### config.mk
export PLATFORM = sky130hd
export DESIGN_NAME = reg_window_bridge
export DESIGN_NICKNAME = d
export VERILOG_FILES = /design/src/rtl/rwb_pkg.sv /design/src/rtl/rwb_seq.sv /design/src/rtl/rwb_regfile.sv /design/src/rtl/rwb_host_if.sv /design/src/rtl/reg_window_bridge.sv
export SDC_FILE = /design/constraint.sdc
export NUM_CORES = 1
export LEC_CHECK = 0
export BUFFER_PORTS_ARGS = -buffer_cell sky130_fd_sc_hd__buf_2
export CAP_MARGIN = 0
export CORE_MARGIN = 4
export CORE_UTILIZATION = 25
export CTS_CLUSTER_DIAMETER = 50
export DETAILED_ROUTE_END_ITERATION = 12
export GPL_ROUTABILITY_DRIVEN = 0
export PLACE_DENSITY = 0.4
export SLEW_MARGIN = 20
export SYNTH_ARGS = -nofsm -noshare
export SYNTH_HDL_FRONTEND = slang
export SYNTH_SLANG_ARGS = --single-unit
### constraint.sdc
create_clock -name clk_i -period 6 [get_ports clk_i]
set_clock_uncertainty 0.05 [all_clocks]
set_input_delay 0.9 -clock clk_i [delete_from_list [all_inputs] [get_ports clk_i]]
set_output_delay 0.9 -clock clk_i [all_outputs]
set_load 0.01 [all_outputs]
### src/rtl/rwb_pkg.sv
package rwb_pkg;
  localparam int HOST_W  = 32;
  localparam int REG_W   = 16;
  localparam int RA_W    = 8;
  localparam int WR_BIT  = 15;
  localparam int BUSY_BIT = 0;
  localparam int ERR_BIT  = 1;

  typedef enum logic [1:0] {
    WIN_DATA = 2'd0,
    WIN_CMD  = 2'd1,
    WIN_STAT = 2'd2,
    WIN_NONE = 2'd3
  } win_e;
endpackage

### src/rtl/rwb_seq.sv
module rwb_seq #(
  parameter int ACC_LAT = 8
) (
  input  logic clk_i,
  input  logic rst_ni,
  input  logic issue_i,
  output logic busy_o,
  output logic done_o
);
  localparam int CNT_W = $clog2(ACC_LAT + 1);

  logic [CNT_W-1:0] cnt_q;
  logic             busy_q;

  assign done_o = busy_q && (cnt_q == '0);
  assign busy_o = busy_q;

  always_ff @(posedge clk_i or negedge rst_ni) begin
    if (!rst_ni) begin
      busy_q <= 1'b0;
      cnt_q  <= '0;
    end else if (issue_i) begin
      busy_q <= 1'b1;
      cnt_q  <= CNT_W'(ACC_LAT - 1);
    end else if (done_o) begin
      busy_q <= 1'b0;
    end else if (busy_q) begin
      cnt_q  <= cnt_q - 1'b1;
    end
  end
endmodule

### src/rtl/rwb_regfile.sv
module rwb_regfile
  import rwb_pkg::*;
#(
  parameter int NUM_REGS  = 16,
  parameter int STA_BASE  = 4,
  parameter int STA_WORDS = 3
) (
  input  logic                       clk_i,
  input  logic                       rst_ni,
  input  logic                       we_i,
  input  logic [RA_W-1:0]            addr_i,
  input  logic [REG_W-1:0]           wdata_i,
  output logic [REG_W-1:0]           rdata_o,
  output logic [STA_WORDS*REG_W-1:0] station_o
);
  localparam int IDX_W = (NUM_REGS > 1) ? $clog2(NUM_REGS) : 1;

  logic [REG_W-1:0] mem_q [NUM_REGS];
  logic             hit;
  logic [IDX_W-1:0] idx;

  assign hit = (32'(addr_i) < NUM_REGS);
  assign idx = IDX_W'(addr_i);

  always_ff @(posedge clk_i or negedge rst_ni) begin
    if (!rst_ni) begin
      for (int i = 0; i < NUM_REGS; i++) mem_q[i] <= '0;
    end else if (we_i && hit) begin
      mem_q[idx] <= wdata_i;
    end
  end

  assign rdata_o = hit ? mem_q[idx] : '0;

  // first station register lands in the most significant word
  for (genvar g = 0; g < STA_WORDS; g++) begin : g_sta
    assign station_o[(STA_WORDS-1-g)*REG_W +: REG_W] = mem_q[STA_BASE+g];
  end
endmodule

### src/rtl/rwb_host_if.sv
module rwb_host_if
  import rwb_pkg::*;
(
  input  logic              clk_i,
  input  logic              rst_ni,
  input  logic              req_i,
  input  logic              we_i,
  input  logic [1:0]        addr_i,
  input  logic [HOST_W-1:0] wdata_i,
  output logic [HOST_W-1:0] rdata_o,
  output logic              rvalid_o,
  input  logic              busy_i,
  input  logic              done_i,
  input  logic [REG_W-1:0]  rd_data_i,
  output logic              issue_o,
  output logic              acc_wr_o,
  output logic [RA_W-1:0]   acc_addr_o,
  output logic [REG_W-1:0]  acc_data_o,
  output logic              err_o
);
  logic [REG_W-1:0]  data_q;
  logic [HOST_W-1:0] cmd_q;
  logic              err_q;
  logic [HOST_W-1:0] rdata_q;
  logic              rvalid_q;
  logic              wr_data, wr_cmd, wr_stat, reject;
  logic [HOST_W-1:0] rd_mux;

  assign wr_data = req_i && we_i && (addr_i == WIN_DATA);
  assign wr_cmd  = req_i && we_i && (addr_i == WIN_CMD);
  assign wr_stat = req_i && we_i && (addr_i == WIN_STAT);
  assign issue_o = wr_cmd && !busy_i;
  assign reject  = wr_cmd && busy_i;

  assign acc_wr_o   = cmd_q[WR_BIT];
  assign acc_addr_o = cmd_q[RA_W-1:0];
  assign acc_data_o = data_q;
  assign err_o      = err_q;

  always_ff @(posedge clk_i or negedge rst_ni) begin
    if (!rst_ni) begin
      data_q <= '0;
      cmd_q  <= '0;
      err_q  <= 1'b0;
    end else begin
      if (done_i && !cmd_q[WR_BIT]) data_q <= rd_data_i;
      else if (wr_data && !busy_i)  data_q <= wdata_i[REG_W-1:0];
      if (issue_o) cmd_q <= wdata_i;
      if (reject) err_q <= 1'b1;
      else if (wr_stat && wdata_i[ERR_BIT]) err_q <= 1'b0;
    end
  end

  always_comb begin
    rd_mux = '0;
    unique case (win_e'(addr_i))
      WIN_DATA: rd_mux = {{(HOST_W-REG_W){1'b0}}, data_q};
      WIN_CMD:  rd_mux = cmd_q;
      WIN_STAT: begin
        rd_mux[BUSY_BIT] = busy_i;
        rd_mux[ERR_BIT]  = err_q;
      end
      default:  rd_mux = '0;
    endcase
  end

  always_ff @(posedge clk_i or negedge rst_ni) begin
    if (!rst_ni) begin
      rdata_q  <= '0;
      rvalid_q <= 1'b0;
    end else begin
      rvalid_q <= req_i && !we_i;
      if (req_i && !we_i) rdata_q <= rd_mux;
    end
  end

  assign rdata_o  = rdata_q;
  assign rvalid_o = rvalid_q;
endmodule

### src/rtl/reg_window_bridge.sv
module reg_window_bridge
  import rwb_pkg::*;
#(
  parameter int ACC_LAT  = 8,
  parameter int NUM_REGS = 16,
  parameter int STA_BASE = 4
) (
  input  logic        clk_i,
  input  logic        rst_ni,
  input  logic        req_i,
  input  logic        we_i,
  input  logic [1:0]  addr_i,
  input  logic [31:0] wdata_i,
  output logic [31:0] rdata_o,
  output logic        rvalid_o,
  output logic [47:0] station_addr_o
);
  localparam int STA_WORDS = 48 / REG_W;

  logic             busy, done, issue, err;
  logic             acc_wr;
  logic [RA_W-1:0]  acc_addr;
  logic [REG_W-1:0] acc_data, rf_rdata;

  rwb_host_if u_host (
    .clk_i      (clk_i),
    .rst_ni     (rst_ni),
    .req_i      (req_i),
    .we_i       (we_i),
    .addr_i     (addr_i),
    .wdata_i    (wdata_i),
    .rdata_o    (rdata_o),
    .rvalid_o   (rvalid_o),
    .busy_i     (busy),
    .done_i     (done),
    .rd_data_i  (rf_rdata),
    .issue_o    (issue),
    .acc_wr_o   (acc_wr),
    .acc_addr_o (acc_addr),
    .acc_data_o (acc_data),
    .err_o      (err)
  );

  rwb_seq #(.ACC_LAT(ACC_LAT)) u_seq (
    .clk_i   (clk_i),
    .rst_ni  (rst_ni),
    .issue_i (issue),
    .busy_o  (busy),
    .done_o  (done)
  );

  rwb_regfile #(
    .NUM_REGS  (NUM_REGS),
    .STA_BASE  (STA_BASE),
    .STA_WORDS (STA_WORDS)
  ) u_rf (
    .clk_i     (clk_i),
    .rst_ni    (rst_ni),
    .we_i      (done && acc_wr),
    .addr_i    (acc_addr),
    .wdata_i   (acc_data),
    .rdata_o   (rf_rdata),
    .station_o (station_addr_o)
  );
endmodule

==> report_table.html, run 1 <==
<table>
<tr><th>Metric</th><th>Value</th></tr>
<tr><th colspan="2">Outcome</th></tr>
<tr><td>Status</td><td>complete, no violations</td></tr>
<tr><th colspan="2">Routing</th></tr>
<tr><td>DRC Markers</td><td>0</td></tr>
<tr><td>Initial drt markers</td><td>~480</td></tr>
<tr><td>Post-DR vias/cell</td><td>around 4.4</td></tr>
<tr><td>Wire length after detailed routing</td><td>42500 um</td></tr>
<tr><td>Detailed-router iteration count before antenna repair</td><td>4</td></tr>
<tr><td>Per-cell routed wire length</td><td>~21 um</td></tr>
<tr><td>Via count</td><td>around 9000</td></tr>
<tr><td>Post-DRT Antenna Nets</td><td>0</td></tr>
<tr><th colspan="2">Clock network</th></tr>
<tr><td>Number of clock sinks</td><td>approximately 340</td></tr>
<tr><td>CTS HTree Levels</td><td>2</td></tr>
<tr><td>TritonCTS clock tree</td><td>built</td></tr>
<tr><td>Max Buffers Root-to-Sink</td><td>3</td></tr>
<tr><td>Setup Buffers After CTS</td><td>0</td></tr>
<tr><td>CTS resizes</td><td>0</td></tr>
<tr><td>Hold_buf cts</td><td>0</td></tr>
<tr><td>Clk_lat worst skew</td><td>~0.57 ns</td></tr>
<tr><td>Clock root buffer</td><td>clkbuf_16</td></tr>
<tr><td>Clock buffers created by TritonCTS</td><td>47</td></tr>
<tr><td>Clock transition time at the flip-flop clock pins of the worst setup and hold paths</td><td>about 0.06 ns</td></tr>
<tr><th colspan="2">Timing</th></tr>
<tr><td>Number of max-slew violations in the final report</td><td>0</td></tr>
<tr><td>Post-route setup TNS</td><td>0 ns</td></tr>
<tr><td>FMAX</td><td>around 330 MHz</td></tr>
<tr><td>Shortest period the worst path allows</td><td>3.07 ns</td></tr>
<tr><td>Hold Slack</td><td>~0.28 ns</td></tr>
<tr><td>Fin. Hold Viols</td><td>0</td></tr>
<tr><td>Setup repair after global routing missed its margin</td><td>false</td></tr>
<tr><td>Final-report setup violation count</td><td>0</td></tr>
<tr><td>Pin slew with the least headroom to its limit</td><td>~1.1 ns</td></tr>
<tr><td>Final Worst Setup Slack</td><td>~2.9 ns</td></tr>
<tr><td>Slew headroom</td><td>a little over a quarter</td></tr>
<tr><td>Period utilization</td><td>roughly 51%</td></tr>
<tr><th colspan="2">Global routing</th></tr>
<tr><td>Number of antenna violations at the first check in global routing</td><td>0</td></tr>
<tr><td>Global-route usage over all layers</td><td>12.6%</td></tr>
<tr><td>Global-route wire length before repair</td><td>65200 um</td></tr>
<tr><td>Pin count of the biggest net entering global routing</td><td>107</td></tr>
<tr><td>Number of global-route vias before repair</td><td>between 9000 and 10000</td></tr>
<tr><td>GRT overflow</td><td>0</td></tr>
<tr><th colspan="2">Floorplanning</th></tr>
<tr><td>Core Area</td><td>~63000 um2</td></tr>
<tr><td>DIE AREA</td><td>approximately 68000 um2</td></tr>
<tr><td>Die Width</td><td>approximately 260 um</td></tr>
<tr><td>Number of core rows</td><td>92</td></tr>
<tr><td>Starting density of the core</td><td>25.2%</td></tr>
<tr><td>Chip Height</td><td>about 260 um</td></tr>
<tr><td>Number of top-level pins</td><td>~120</td></tr>
<tr><th colspan="2">Final layout</th></tr>
<tr><td>Combined area of the multi-input logic cells</td><td>around 6500 um2</td></tr>
<tr><td>Fin area</td><td>about 19000 um2</td></tr>
<tr><td>FF+latch area</td><td>~8600 um2</td></tr>
<tr><td>Final layout net count</td><td>1183</td></tr>
<tr><td>Number of non-filler instances in the completed layout</td><td>2027</td></tr>
<tr><td>Fraction of layout cells with a size suffix above 1</td><td>53.6%</td></tr>
<tr><td>Filler cells</td><td>6375</td></tr>
<tr><td>Area delta synth-&gt;final</td><td>18.0%</td></tr>
<tr><th colspan="2">Synthesis</th></tr>
<tr><td>Share of synthesized registers carrying an async set or reset</td><td>between 90% and 100%</td></tr>
<tr><td>Top cells by area, synth</td><td>dfrtp_1 (54%), mux2_2 (23%), mux4_2 (9.1%)</td></tr>
<tr><td>Predominant post-synthesis flop cell</td><td>dfrtp_1</td></tr>
<tr><td>Top-area cell type share of the netlist area</td><td>54.1%</td></tr>
<tr><td>Count of yosys warnings during synthesis</td><td>0</td></tr>
<tr><td>Number of distinct library cell variants in the gate-level netlist after synthesis</td><td>40</td></tr>
<tr><td>Largest area contributor in the netlist</td><td>dfrtp_1</td></tr>
<tr><td>Part of the Yosys area used for sequential elements</td><td>54.1%</td></tr>
<tr><td>Commonest cells in the netlist</td><td>dfrtp_1 (343), mux2_2 (319), mux4_2 (64)</td></tr>
<tr><td>Total nets after synthesis</td><td>around 1100</td></tr>
<tr><td>Avg Inst Size Synth</td><td>approximately 15 um2</td></tr>
<tr><td>Number of enable flip-flop cells after synthesis</td><td>0</td></tr>
<tr><td>Gate count after technology mapping</td><td>around 1100</td></tr>
<tr><td>Synthesized cell area</td><td>around 16000 um2</td></tr>
<tr><td>Library cell with the highest instance count after synthesis</td><td>dfrtp_1</td></tr>
<tr><td>Number of storage elements in the synthesis netlist</td><td>roughly 340</td></tr>
<tr><th colspan="2">Placed design</th></tr>
<tr><td>Post-Place Setup Slack</td><td>around 2.6 ns</td></tr>
<tr><td>Inst Count DP</td><td>1940</td></tr>
<tr><td>Placement Cell Area</td><td>17000 um2</td></tr>
<tr><td>Number of I/O port buffers</td><td>around 120</td></tr>
<tr><td>Detailed placement HPWL</td><td>between 20000 and 30000 um</td></tr>
<tr><th colspan="2">Worst setup path</th></tr>
<tr><td>Critical path data required time</td><td>roughly 6.4 ns</td></tr>
<tr><td>Crit path launch type</td><td>flop</td></tr>
<tr><td>Arrival @ worst endpoint</td><td>~3.4 ns</td></tr>
<tr><td>Maximum fanout encountered on the critical timing path</td><td>40</td></tr>
<tr><td>Type of destination of the critical path</td><td>flop</td></tr>
<tr><td>Setup slack, reg-to-reg</td><td>~2.9 ns</td></tr>
<tr><td>Critical path start-end classification</td><td>flop to flop</td></tr>
<tr><th colspan="2">Flow run</th></tr>
<tr><td>Total of max-cap violations</td><td>0</td></tr>
<tr><th colspan="2">Power</th></tr>
<tr><td>Static Leak</td><td>~0.0088 uW</td></tr>
<tr><td>Worst VDD drop</td><td>roughly 0.19 mV</td></tr>
<tr><td>Pwr/cell area</td><td>392 nW/um2</td></tr>
<tr><th colspan="2">Worst hold path</th></tr>
<tr><td>Type of the tightest min-delay check</td><td>primary input to async pin</td></tr>
</table>
[layout make-up]
class,instances,share of cell area (%)
inverters,3,0.0601
well taps,846,5.65
diodes,1,0.0134
multi-input cells,607,34.8
repair buffers,141,4.28
clock inverters,19,1.86
flip-flops and latches,343,45.8
clock buffers,67,7.44
[placed cells by master (no fill, tap or decap), types with 17 or more instances in the layout]
cell type  Yosys  final
clkbuf_16      0     49
mux2_2       319    319
o21ai_0       34     34
dfrtp_1      343    340
buf_4         50     20
nand3_1       17     17
buf_2         12    117
nand2_1       51     51
mux4_2        64     64
[state kept, by name, indices dropped and copies added (netlist names), 4 cells and up]
register and count:
u_rf.station_o 48, u_host.rdata_o 32, u_host.acc_data_o 16, u_seq.cnt_q 4, u_host.cmd_q 32, u_rf.mem_q 208
[cell families after synthesis]
kind of cell               Yosys count  share of synthesized area [%]
muxes                              400                           32.8
DFF                                343                           54.1
buffers and inverters              131                           5.04
and+or+nand+nor                    131                           4.89
AOI/OAI and AO/OA                   73                           3.00
adders and majority gates            2                          0.158
xor gates and xnor gates             1                         0.0552
[per-stage QoR]
step	util [%]	power [uW]
2_1_floorplan	-	3760
3_3_place_gp	26.9	4310
3_5_place_dp	27.0	4330
4_1_cts	29.7	7490
5_1_grt	29.7	7710
6_report	29.8	7340
[power by group]
| group | total [uW] | internal [uW] | switching (uW) |
|---|---|---|---|
| registers | 3110 | 2560 | 549 |
| logic | 1140 | 524 | 618 |
| clock network | 3090 | 2010 | 1080 |
[critical path, stage by stage, from the launching register on]
cell and delay, ns:
dfrtp_4 0.85, buf_4 0.80, mux4_2 0.61, mux2_2 0.29, nand2_1 0.11, nand3_1 0.10
[final timing paths]
path | cells past startpoint | startpoint | to
max | 5 | u_host.cmd_q[0] | u_host.acc_data_o[15]
min | 1 | rst_ni | u_rf.station_o[11]
max reg2reg | 5 | u_host.cmd_q[0] | u_host.acc_data_o[15]
min reg2reg | 2 | u_host.rdata_o[4] | u_host.rdata_o[4]
max in group asynchronous | 2 | rst_ni | u_host.rdata_o[23]
min in group clk_i | 2 | u_host.rdata_o[4] | u_host.rdata_o[4]
[metal layers]
| metal | vias to the layer above | wire length (um) | track usage (%) |
|---|---|---|---|
| li1 | 4044 | - | - |
| met1 | 4750 | 20800 | 18.2 |
| met2 | 152 | 19000 | 19.5 |
| met3 | 57 | 1950 | 2.55 |
| met4 | 0 | 830 | 3.04 |
| met5 | - | 0 | 0 |
(Power assumes the default switching activity.)
==> run 2, diff against run 1 <==
Settings changed: PLACE_DENSITY 0.4 to 0.41.
Clock period 6 ns to 2.7 ns, I/O delays scaled along.
==> run 2 against run 1 <==
Core utilization up 0.50 points; global-route usage is 0.20 points lower; final area increased by 1.7%; sequential power grew 110%; clock power is 100% higher; largest cell class unchanged; critical path type unchanged; die area unchanged; largest power group unchanged.
==> report_table.html, run 2 (synthesized netlist as in run 1, its figures left out) <==
<table>
<tr><th>Metric</th><th>Value</th></tr>
<tr><th colspan="2">Floorplanning</th></tr>
<tr><td>Core Area</td><td>63000 um2 (unchanged)</td></tr>
<tr><td>Chip Height</td><td>260 um (unchanged)</td></tr>
<tr><td>Starting density of the core</td><td>25.2% (unchanged)</td></tr>
<tr><td>Number of core rows</td><td>92 (unchanged)</td></tr>
<tr><td>Die Width</td><td>260 um (unchanged)</td></tr>
<tr><td>DIE AREA</td><td>67600 um2 (unchanged)</td></tr>
<tr><td>Number of top-level pins</td><td>119 (unchanged)</td></tr>
<tr><th colspan="2">Global routing</th></tr>
<tr><td>Pin count of the biggest net entering global routing</td><td>65 (-39%)</td></tr>
<tr><td>GRT busiest layer</td><td>met2</td></tr>
<tr><td>Global routing met1 resource utilization</td><td>17.7% (-0.47 points)</td></tr>
<tr><td>Number of antenna violations at the first check in global routing</td><td>1 (+1)</td></tr>
<tr><td>Global-route usage over all layers</td><td>12.4% (-0.20 points)</td></tr>
<tr><td>GRT overflow</td><td>0 (unchanged)</td></tr>
<tr><td>Number of global-route vias before repair</td><td>9809 (+0.81%)</td></tr>
<tr><td>Met2 capacity usage during global routing</td><td>19.5% (-0.059 points)</td></tr>
<tr><td>GRT met3 Usage</td><td>2.43% (-0.12 points)</td></tr>
<tr><td>Global-route wire length before repair</td><td>64600 um (-0.88%)</td></tr>
<tr><th colspan="2">Timing</th></tr>
<tr><td>Period utilization</td><td>91.0% (+40 points)</td></tr>
<tr><td>Final Worst Setup Slack</td><td>0.243 ns (-2.68 ns)</td></tr>
<tr><td>Post-route setup TNS</td><td>0 ns (unchanged)</td></tr>
<tr><td>FMAX</td><td>407 MHz (+25%)</td></tr>
<tr><td>Setup repair after global routing missed its margin</td><td>false</td></tr>
<tr><td>Fin. Hold Viols</td><td>0 (unchanged)</td></tr>
<tr><td>Number of max-slew violations in the final report</td><td>0 (unchanged)</td></tr>
<tr><td>Slew headroom</td><td>50.6% (+23 points)</td></tr>
<tr><td>Final-report setup violation count</td><td>0 (unchanged)</td></tr>
<tr><td>Shortest period the worst path allows</td><td>2.46 ns (-0.618 ns)</td></tr>
<tr><td>Pin slew with the least headroom to its limit</td><td>0.741 ns (-0.349 ns)</td></tr>
<tr><th colspan="2">Worst setup path</th></tr>
<tr><td>Worst reg2reg path depth</td><td>5 (unchanged)</td></tr>
<tr><td>Critical path data required time</td><td>3.09 ns (-3.27 ns)</td></tr>
<tr><td>Arrival @ worst endpoint</td><td>2.85 ns (-0.59 ns)</td></tr>
<tr><td>Critical path start-end classification</td><td>flop to flop</td></tr>
<tr><td>Type of destination of the critical path</td><td>flop</td></tr>
<tr><td>Crit path launch type</td><td>flop</td></tr>
<tr><td>Maximum fanout encountered on the critical timing path</td><td>16 (-60%)</td></tr>
<tr><th colspan="2">Placed design</th></tr>
<tr><td>Detailed placement HPWL</td><td>28400 um (+3.8%)</td></tr>
<tr><td>Number of I/O port buffers</td><td>118 (unchanged)</td></tr>
<tr><td>Post-Place Setup Slack</td><td>0.226 ns (-2.39 ns)</td></tr>
<tr><th colspan="2">Routing</th></tr>
<tr><td>Wire length after detailed routing</td><td>41800 um (-1.7%)</td></tr>
<tr><td>Per-cell routed wire length</td><td>20.2 um (-3.7%)</td></tr>
<tr><td>Detailed-router iteration count before antenna repair</td><td>4 (unchanged)</td></tr>
<tr><td>Initial drt markers</td><td>296 (-38%)</td></tr>
<tr><td>Post-DRT Antenna Nets</td><td>0 (unchanged)</td></tr>
<tr><td>Via count</td><td>9031 (+0.31%)</td></tr>
<tr><td>DRC Markers</td><td>0 (unchanged)</td></tr>
<tr><td>Post-DR vias/cell</td><td>4.36 (-1.7%)</td></tr>
<tr><th colspan="2">Clock network</th></tr>
<tr><td>Clock buffers created by TritonCTS</td><td>44 (-6.4%)</td></tr>
<tr><td>Setup Buffers After CTS</td><td>0 (unchanged)</td></tr>
<tr><td>TritonCTS clock tree</td><td>built</td></tr>
<tr><td>Max Buffers Root-to-Sink</td><td>3 (unchanged)</td></tr>
<tr><td>CTS HTree Levels</td><td>2 (unchanged)</td></tr>
<tr><td>Number of clock sinks</td><td>343 (unchanged)</td></tr>
<tr><td>Clk_lat worst skew</td><td>0.57 ns (about the same)</td></tr>
<tr><td>Clock root buffer</td><td>clkbuf_16</td></tr>
<tr><td>Clock transition time at the flip-flop clock pins of the worst setup and hold paths</td><td>0.06 ns (about the same)</td></tr>
<tr><td>CTS resizes</td><td>0 (unchanged)</td></tr>
<tr><th colspan="2">Final layout</th></tr>
<tr><td>Fraction of layout cells with a size suffix above 1</td><td>54.0% (+0.45 points)</td></tr>
<tr><td>Filler cells</td><td>6357 (-0.28%)</td></tr>
<tr><td>Fraction of the core area covered by cells at the end of the flow</td><td>30.3% (+0.50 points)</td></tr>
<tr><td>Area delta synth-&gt;final</td><td>20.0%</td></tr>
<tr><td>Most flops, register</td><td>u_rf.mem_q</td></tr>
<tr><td>Most frequent cells in the layout</td><td>dfrtp_1 (340), mux2_2 (319), buf_2 (117), mux4_2 (64), nand2_1 (51)</td></tr>
<tr><td>Most common library cell in the layout ignoring fill and taps</td><td>dfrtp_1</td></tr>
<tr><td>Final layout net count</td><td>1229 (+3.9%)</td></tr>
<tr><td>Number of flip-flops in the largest register</td><td>208 (unchanged)</td></tr>
<tr><th colspan="2">Power</th></tr>
<tr><td>Static Leak</td><td>0.00898 uW (+2.2%)</td></tr>
<tr><td>Pwr/cell area</td><td>837 nW/um2 (+110%)</td></tr>
<tr><td>Worst VDD drop</td><td>0.381 mV (+100%)</td></tr>
<tr><th colspan="2">Worst hold path</th></tr>
<tr><td>Worst Hold Path Cells</td><td>2</td></tr>
<tr><td>Type of the tightest min-delay check</td><td>primary input to flop</td></tr>
<tr><th colspan="2">Flow run</th></tr>
<tr><td>Total of max-cap violations</td><td>0 (unchanged)</td></tr>
<tr><th colspan="2">Outcome</th></tr>
<tr><td>Status</td><td>complete, no violations</td></tr>
</table>
[run 2: cell type report]
| class | instances | area [um2] | area share [%] |
|---|---|---|---|
| Tap cell | 846 | 1060 | 5.56 |
| Clock inverter | 17 | 277 | 1.45 |
| Antenna cell | 1 | 2.50 | 0.0131 |
| Inverter | 3 | 11.3 | 0.0591 |
| Timing Repair Buffer | 190 | 1310 | 6.88 |
| Clock buffer | 62 | 1290 | 6.77 |
| Sequential cell | 343 | 8590 | 45.1 |
| Multi-Input combinational cell | 607 | 6510 | 34.2 |
[run 2: routing by layer]
layer	part of all wire [%]	vias to the layer above
li1	-	4126
met3	3.9	47
met1	49	4721
met2	46	137
met4	1.7	0
met5	0	-
[run 2: worst paths after layout]
kind / startpoint / slack (ns) / to
setup / recovery: u_host.cmd_q[7] / 0.24 / u_rf.mem_q[227]
hold / removal: wdata_i[21] / 0.03 / u_host.cmd_q[21]
setup reg to reg: u_host.cmd_q[7] / 0.24 / u_rf.mem_q[227]
hold reg to reg: u_host.rdata_o[7] / 0.42 / u_host.rdata_o[7]
max in group asynchronous: rst_ni / 1.52 / u_rf.station_o[43]
min in group asynchronous: rst_ni / 0.33 / u_host.cmd_q[28]
[run 2: through the flow]
stage	hold WS [ns]	total power (uW)	std cells	cell area (um2)
5_1_grt	0.0154	16800	2068	19000
3_5_place_dp	0.335	9870	1976	17400
6_report	0.0327	16000	2069	19100
4_1_cts	0.0000602	16300	2068	19000
2_1_floorplan	0.0594	8360	1081	15900
3_3_place_gp	0.338	9840	1976	17400
[run 2: critical path, cell delays in order (launching register included)]
cell and delay [ns]:
dfrtp_1 0.42, nor4_4 0.54, nand4_1 0.39, nor3_4 0.21
buf_4 0.34, mux2_2 0.38
[run 2: report_power, final]
part	total (uW)	switching, uW	internal, uW
logic	3080	1670	1410
registers	6600	914	5690
clock network	6270	2280	3990
total	16000	4870	11100
[run 2: what timing repair did]
action	4_1_cts	5_1_grt
hold buffers	13	0
endpoints found under the setup margin	0	0
hold endpoints to repair	56	0
==> run 3, diff against run 2 <==
Settings changed: BUFFER_PORTS_ARGS -buffer_cell sky130_fd_sc_hd__buf_2 to -buffer_cell sky130_fd_sc_hd__buf_4.
==> run 3 against run 2 <==
Via count increased by 1.2%; die area unchanged; setup slack improved by 0.0092 ns.
==> report_table.html, run 3 (synthesized netlist as in run 1, its figures left out) <==
<table>
<tr><th>Metric</th><th>Value</th></tr>
<tr><th colspan="2">Floorplanning</th></tr>
<tr><td>Number of core rows</td><td>92 (unchanged)</td></tr>
<tr><td>Number of top-level pins</td><td>119 (unchanged)</td></tr>
<tr><td>Chip Height</td><td>260 um (unchanged)</td></tr>
<tr><td>Die Width</td><td>260 um (unchanged)</td></tr>
<tr><td>Core Area</td><td>63000 um2 (unchanged)</td></tr>
<tr><td>Starting density of the core</td><td>25.2% (unchanged)</td></tr>
<tr><td>DIE AREA</td><td>67600 um2 (unchanged)</td></tr>
<tr><th colspan="2">Routing</th></tr>
<tr><td>Post-DRT Antenna Nets</td><td>0 (unchanged)</td></tr>
<tr><td>Wire length after detailed routing</td><td>41700 um (-0.23%)</td></tr>
<tr><td>DRC Markers</td><td>0 (unchanged)</td></tr>
<tr><td>Detailed-router iteration count before antenna repair</td><td>4 (unchanged)</td></tr>
<tr><td>Initial drt markers</td><td>361 (+22%)</td></tr>
<tr><td>Per-cell routed wire length</td><td>20.1 um (-0.66%)</td></tr>
<tr><td>Via count</td><td>9137 (+1.2%)</td></tr>
<tr><td>Post-DR vias/cell</td><td>4.40 (+0.74%)</td></tr>
<tr><th colspan="2">Clock network</th></tr>
<tr><td>Number of clock sinks</td><td>343 (unchanged)</td></tr>
<tr><td>Setup Buffers After CTS</td><td>0 (unchanged)</td></tr>
<tr><td>Clock buffers created by TritonCTS</td><td>46 (+4.5%)</td></tr>
<tr><td>Max Buffers Root-to-Sink</td><td>3 (unchanged)</td></tr>
<tr><td>Clk_lat worst skew</td><td>0.57 ns (about the same)</td></tr>
<tr><td>Clock transition time at the flip-flop clock pins of the worst setup and hold paths</td><td>0.06 ns (about the same)</td></tr>
<tr><td>CTS HTree Levels</td><td>2 (unchanged)</td></tr>
<tr><td>TritonCTS clock tree</td><td>built</td></tr>
<tr><td>Clock root buffer</td><td>clkbuf_16</td></tr>
<tr><th colspan="2">Power</th></tr>
<tr><td>Static Leak</td><td>0.00902 uW (+0.51%)</td></tr>
<tr><td>Worst VDD drop</td><td>0.363 mV (-4.7%)</td></tr>
<tr><td>PnR Total Power</td><td>15800 uW (-0.71%)</td></tr>
<tr><td>Pwr/cell area</td><td>819 nW/um2 (-2.2%)</td></tr>
<tr><th colspan="2">Worst setup path</th></tr>
<tr><td>Crit path capture</td><td>u_rf.mem_q[237]</td></tr>
<tr><td>Critical path start-end classification</td><td>flop to flop</td></tr>
<tr><td>Type of destination of the critical path</td><td>flop</td></tr>
<tr><td>Setup slack, reg-to-reg</td><td>0.25 ns (about the same)</td></tr>
<tr><td>Crit path launch type</td><td>flop</td></tr>
<tr><td>Maximum fanout encountered on the critical timing path</td><td>16 (unchanged)</td></tr>
<tr><td>Worst reg2reg path depth</td><td>7 (+2)</td></tr>
<tr><td>Critical path data required time</td><td>3.10 ns (about the same)</td></tr>
<tr><td>RR Endpoint</td><td>u_rf.mem_q[237]</td></tr>
<tr><td>Timing startpoint of the critical path</td><td>u_seq.cnt_q[0]</td></tr>
<tr><td>Reg2reg start</td><td>u_seq.cnt_q[0]</td></tr>
<tr><td>Arrival @ worst endpoint</td><td>2.84 ns (about the same)</td></tr>
<tr><th colspan="2">Timing</th></tr>
<tr><td>Fin. Hold Viols</td><td>0 (unchanged)</td></tr>
<tr><td>Number of max-slew violations in the final report</td><td>0 (unchanged)</td></tr>
<tr><td>Pin slew with the least headroom to its limit</td><td>0.803 ns (+0.0616 ns)</td></tr>
<tr><td>Slew headroom</td><td>46.4% (-4.1 points)</td></tr>
<tr><td>FMAX</td><td>409 MHz (+0.37%)</td></tr>
<tr><td>Setup repair after global routing missed its margin</td><td>false</td></tr>
<tr><td>Post-route setup TNS</td><td>0 ns (unchanged)</td></tr>
<tr><td>Shortest period the worst path allows</td><td>2.45 ns (-0.00916 ns)</td></tr>
<tr><td>Period utilization</td><td>90.6% (-0.34 points)</td></tr>
<tr><td>Final-report setup violation count</td><td>0 (unchanged)</td></tr>
<tr><th colspan="2">Global routing</th></tr>
<tr><td>Global-route wire length before repair</td><td>65300 um (+1.1%)</td></tr>
<tr><td>Global-route usage over all layers</td><td>12.5% (+0.073 points)</td></tr>
<tr><td>Number of global-route vias before repair</td><td>9989 (+1.8%)</td></tr>
<tr><td>GRT overflow</td><td>0 (unchanged)</td></tr>
<tr><td>Number of antenna violations at the first check in global routing</td><td>0 (-1)</td></tr>
<tr><td>Pin count of the biggest net entering global routing</td><td>70 (+7.7%)</td></tr>
<tr><th colspan="2">Worst hold path</th></tr>
<tr><td>Type of the tightest min-delay check</td><td>primary input to flop</td></tr>
<tr><td>Worst Hold Path Cells</td><td>2 (unchanged)</td></tr>
<tr><th colspan="2">Final layout</th></tr>
<tr><td>Number of flip-flops in the largest register</td><td>208 (unchanged)</td></tr>
<tr><td>Number of non-filler instances in the completed layout</td><td>2078 (+0.43%)</td></tr>
<tr><td>Most common library cell in the layout ignoring fill and taps</td><td>dfrtp_1</td></tr>
<tr><td>Most frequent cells in the layout</td><td>dfrtp_1 (340), mux2_2 (319), buf_4 (173), mux4_2 (64), nand2_1 (51)</td></tr>
<tr><td>Fraction of layout cells with a size suffix above 1</td><td>54.1% (about the same)</td></tr>
<tr><td>FF+latch area</td><td>8590 um2 (unchanged)</td></tr>
<tr><td>Combined area of the multi-input logic cells</td><td>6510 um2 (unchanged)</td></tr>
<tr><td>Number of antenna cells inserted</td><td>0 (-1)</td></tr>
<tr><td>Area delta synth-&gt;final</td><td>21.8%</td></tr>
<tr><td>Final layout net count</td><td>1239 (+0.81%)</td></tr>
<tr><td>Filler cells</td><td>6283 (-1.2%)</td></tr>
<tr><td>Most flops, register</td><td>u_rf.mem_q</td></tr>
<tr><th colspan="2">Outcome</th></tr>
<tr><td>Status</td><td>complete, no violations</td></tr>
<tr><th colspan="2">Placed design</th></tr>
<tr><td>Inst Count DP</td><td>1980 (+0.20%)</td></tr>
<tr><td>Number of I/O port buffers</td><td>118 (unchanged)</td></tr>
<tr><td>Detailed placement HPWL</td><td>28600 um (+0.49%)</td></tr>
<tr><th colspan="2">Flow run</th></tr>
<tr><td>Total of max-cap violations</td><td>0 (unchanged)</td></tr>
</table>
==> run 3: final cells by class <==
class / count / share of cell area (%)
Sequential cell: 343 / 44.4
Clock buffer: 66 / 7.07
Multi-Input combinational cell: 607 / 33.7
Timing Repair Buffer: 198 / 8.40
Tap cell: 846 / 5.47
Clock inverter: 15 / 0.906
Inverter: 3 / 0.0582
==> run 3: per-stage QoR <==
stage	hold slack [ns]	util, %	setup WS (ns)	cell area (um2)
after floorplan	0.0594	-	0.507	15900
after global placement	0.396	28.0	0.268	17600
after detailed placement	0.394	28.0	0.212	17600
after CTS	0.000587	30.7	0.202	19300
after global routing	0.0186	30.7	0.104	19300
final	0.0379	30.7	0.253	19300
==> run 3: per-layer routing <==
layer | up-vias | global-route usage [%] | share of wire [%]
li1 | 4156 | - | -
met1 | 4768 | 17.8 | 48
met2 | 152 | 19.4 | 45
met3 | 61 | 2.14 | 4.0
met4 | 0 | 3.93 | 2.4
met5 | - | 0 | 0
==> run 3: what timing repair did <==
item	4_1_cts	5_1_grt
hold buffers	17	0
endpoints found under the hold margin	75	0
resized for setup	0	0
==> run 3: worst min path at each step <==
stage	startpoint	to	slack (ns)
2_1_floorplan	rst_ni	u_host.acc_data_o[0]	0.06
3_3_place_gp	rst_ni	u_host.rdata_o[28]	0.40
3_5_place_dp	rst_ni	u_host.cmd_q[26]	0.39
4_1_cts	wdata_i[23]	u_host.cmd_q[23]	0.0006
5_1_grt	wdata_i[10]	u_host.cmd_q[10]	0.02
6_report	wdata_i[23]	u_host.cmd_q[23]	0.04
==> run 3: power by group <==
part	total [uW]	switching (uW)	internal, uW
combinational	3030	1620	1420
sequential	6670	977	5690
clock	6140	2340	3800
==> run 3: worst max-delay path: stages, from the launching register on <==
cell and delay (ns):
dfrtp_1 0.41, inv_1 0.09, ha_1 0.16, and4bb_2 0.35, nand4_1 0.35, nor3_4 0.22
buf_4 0.31, mux2_2 0.37
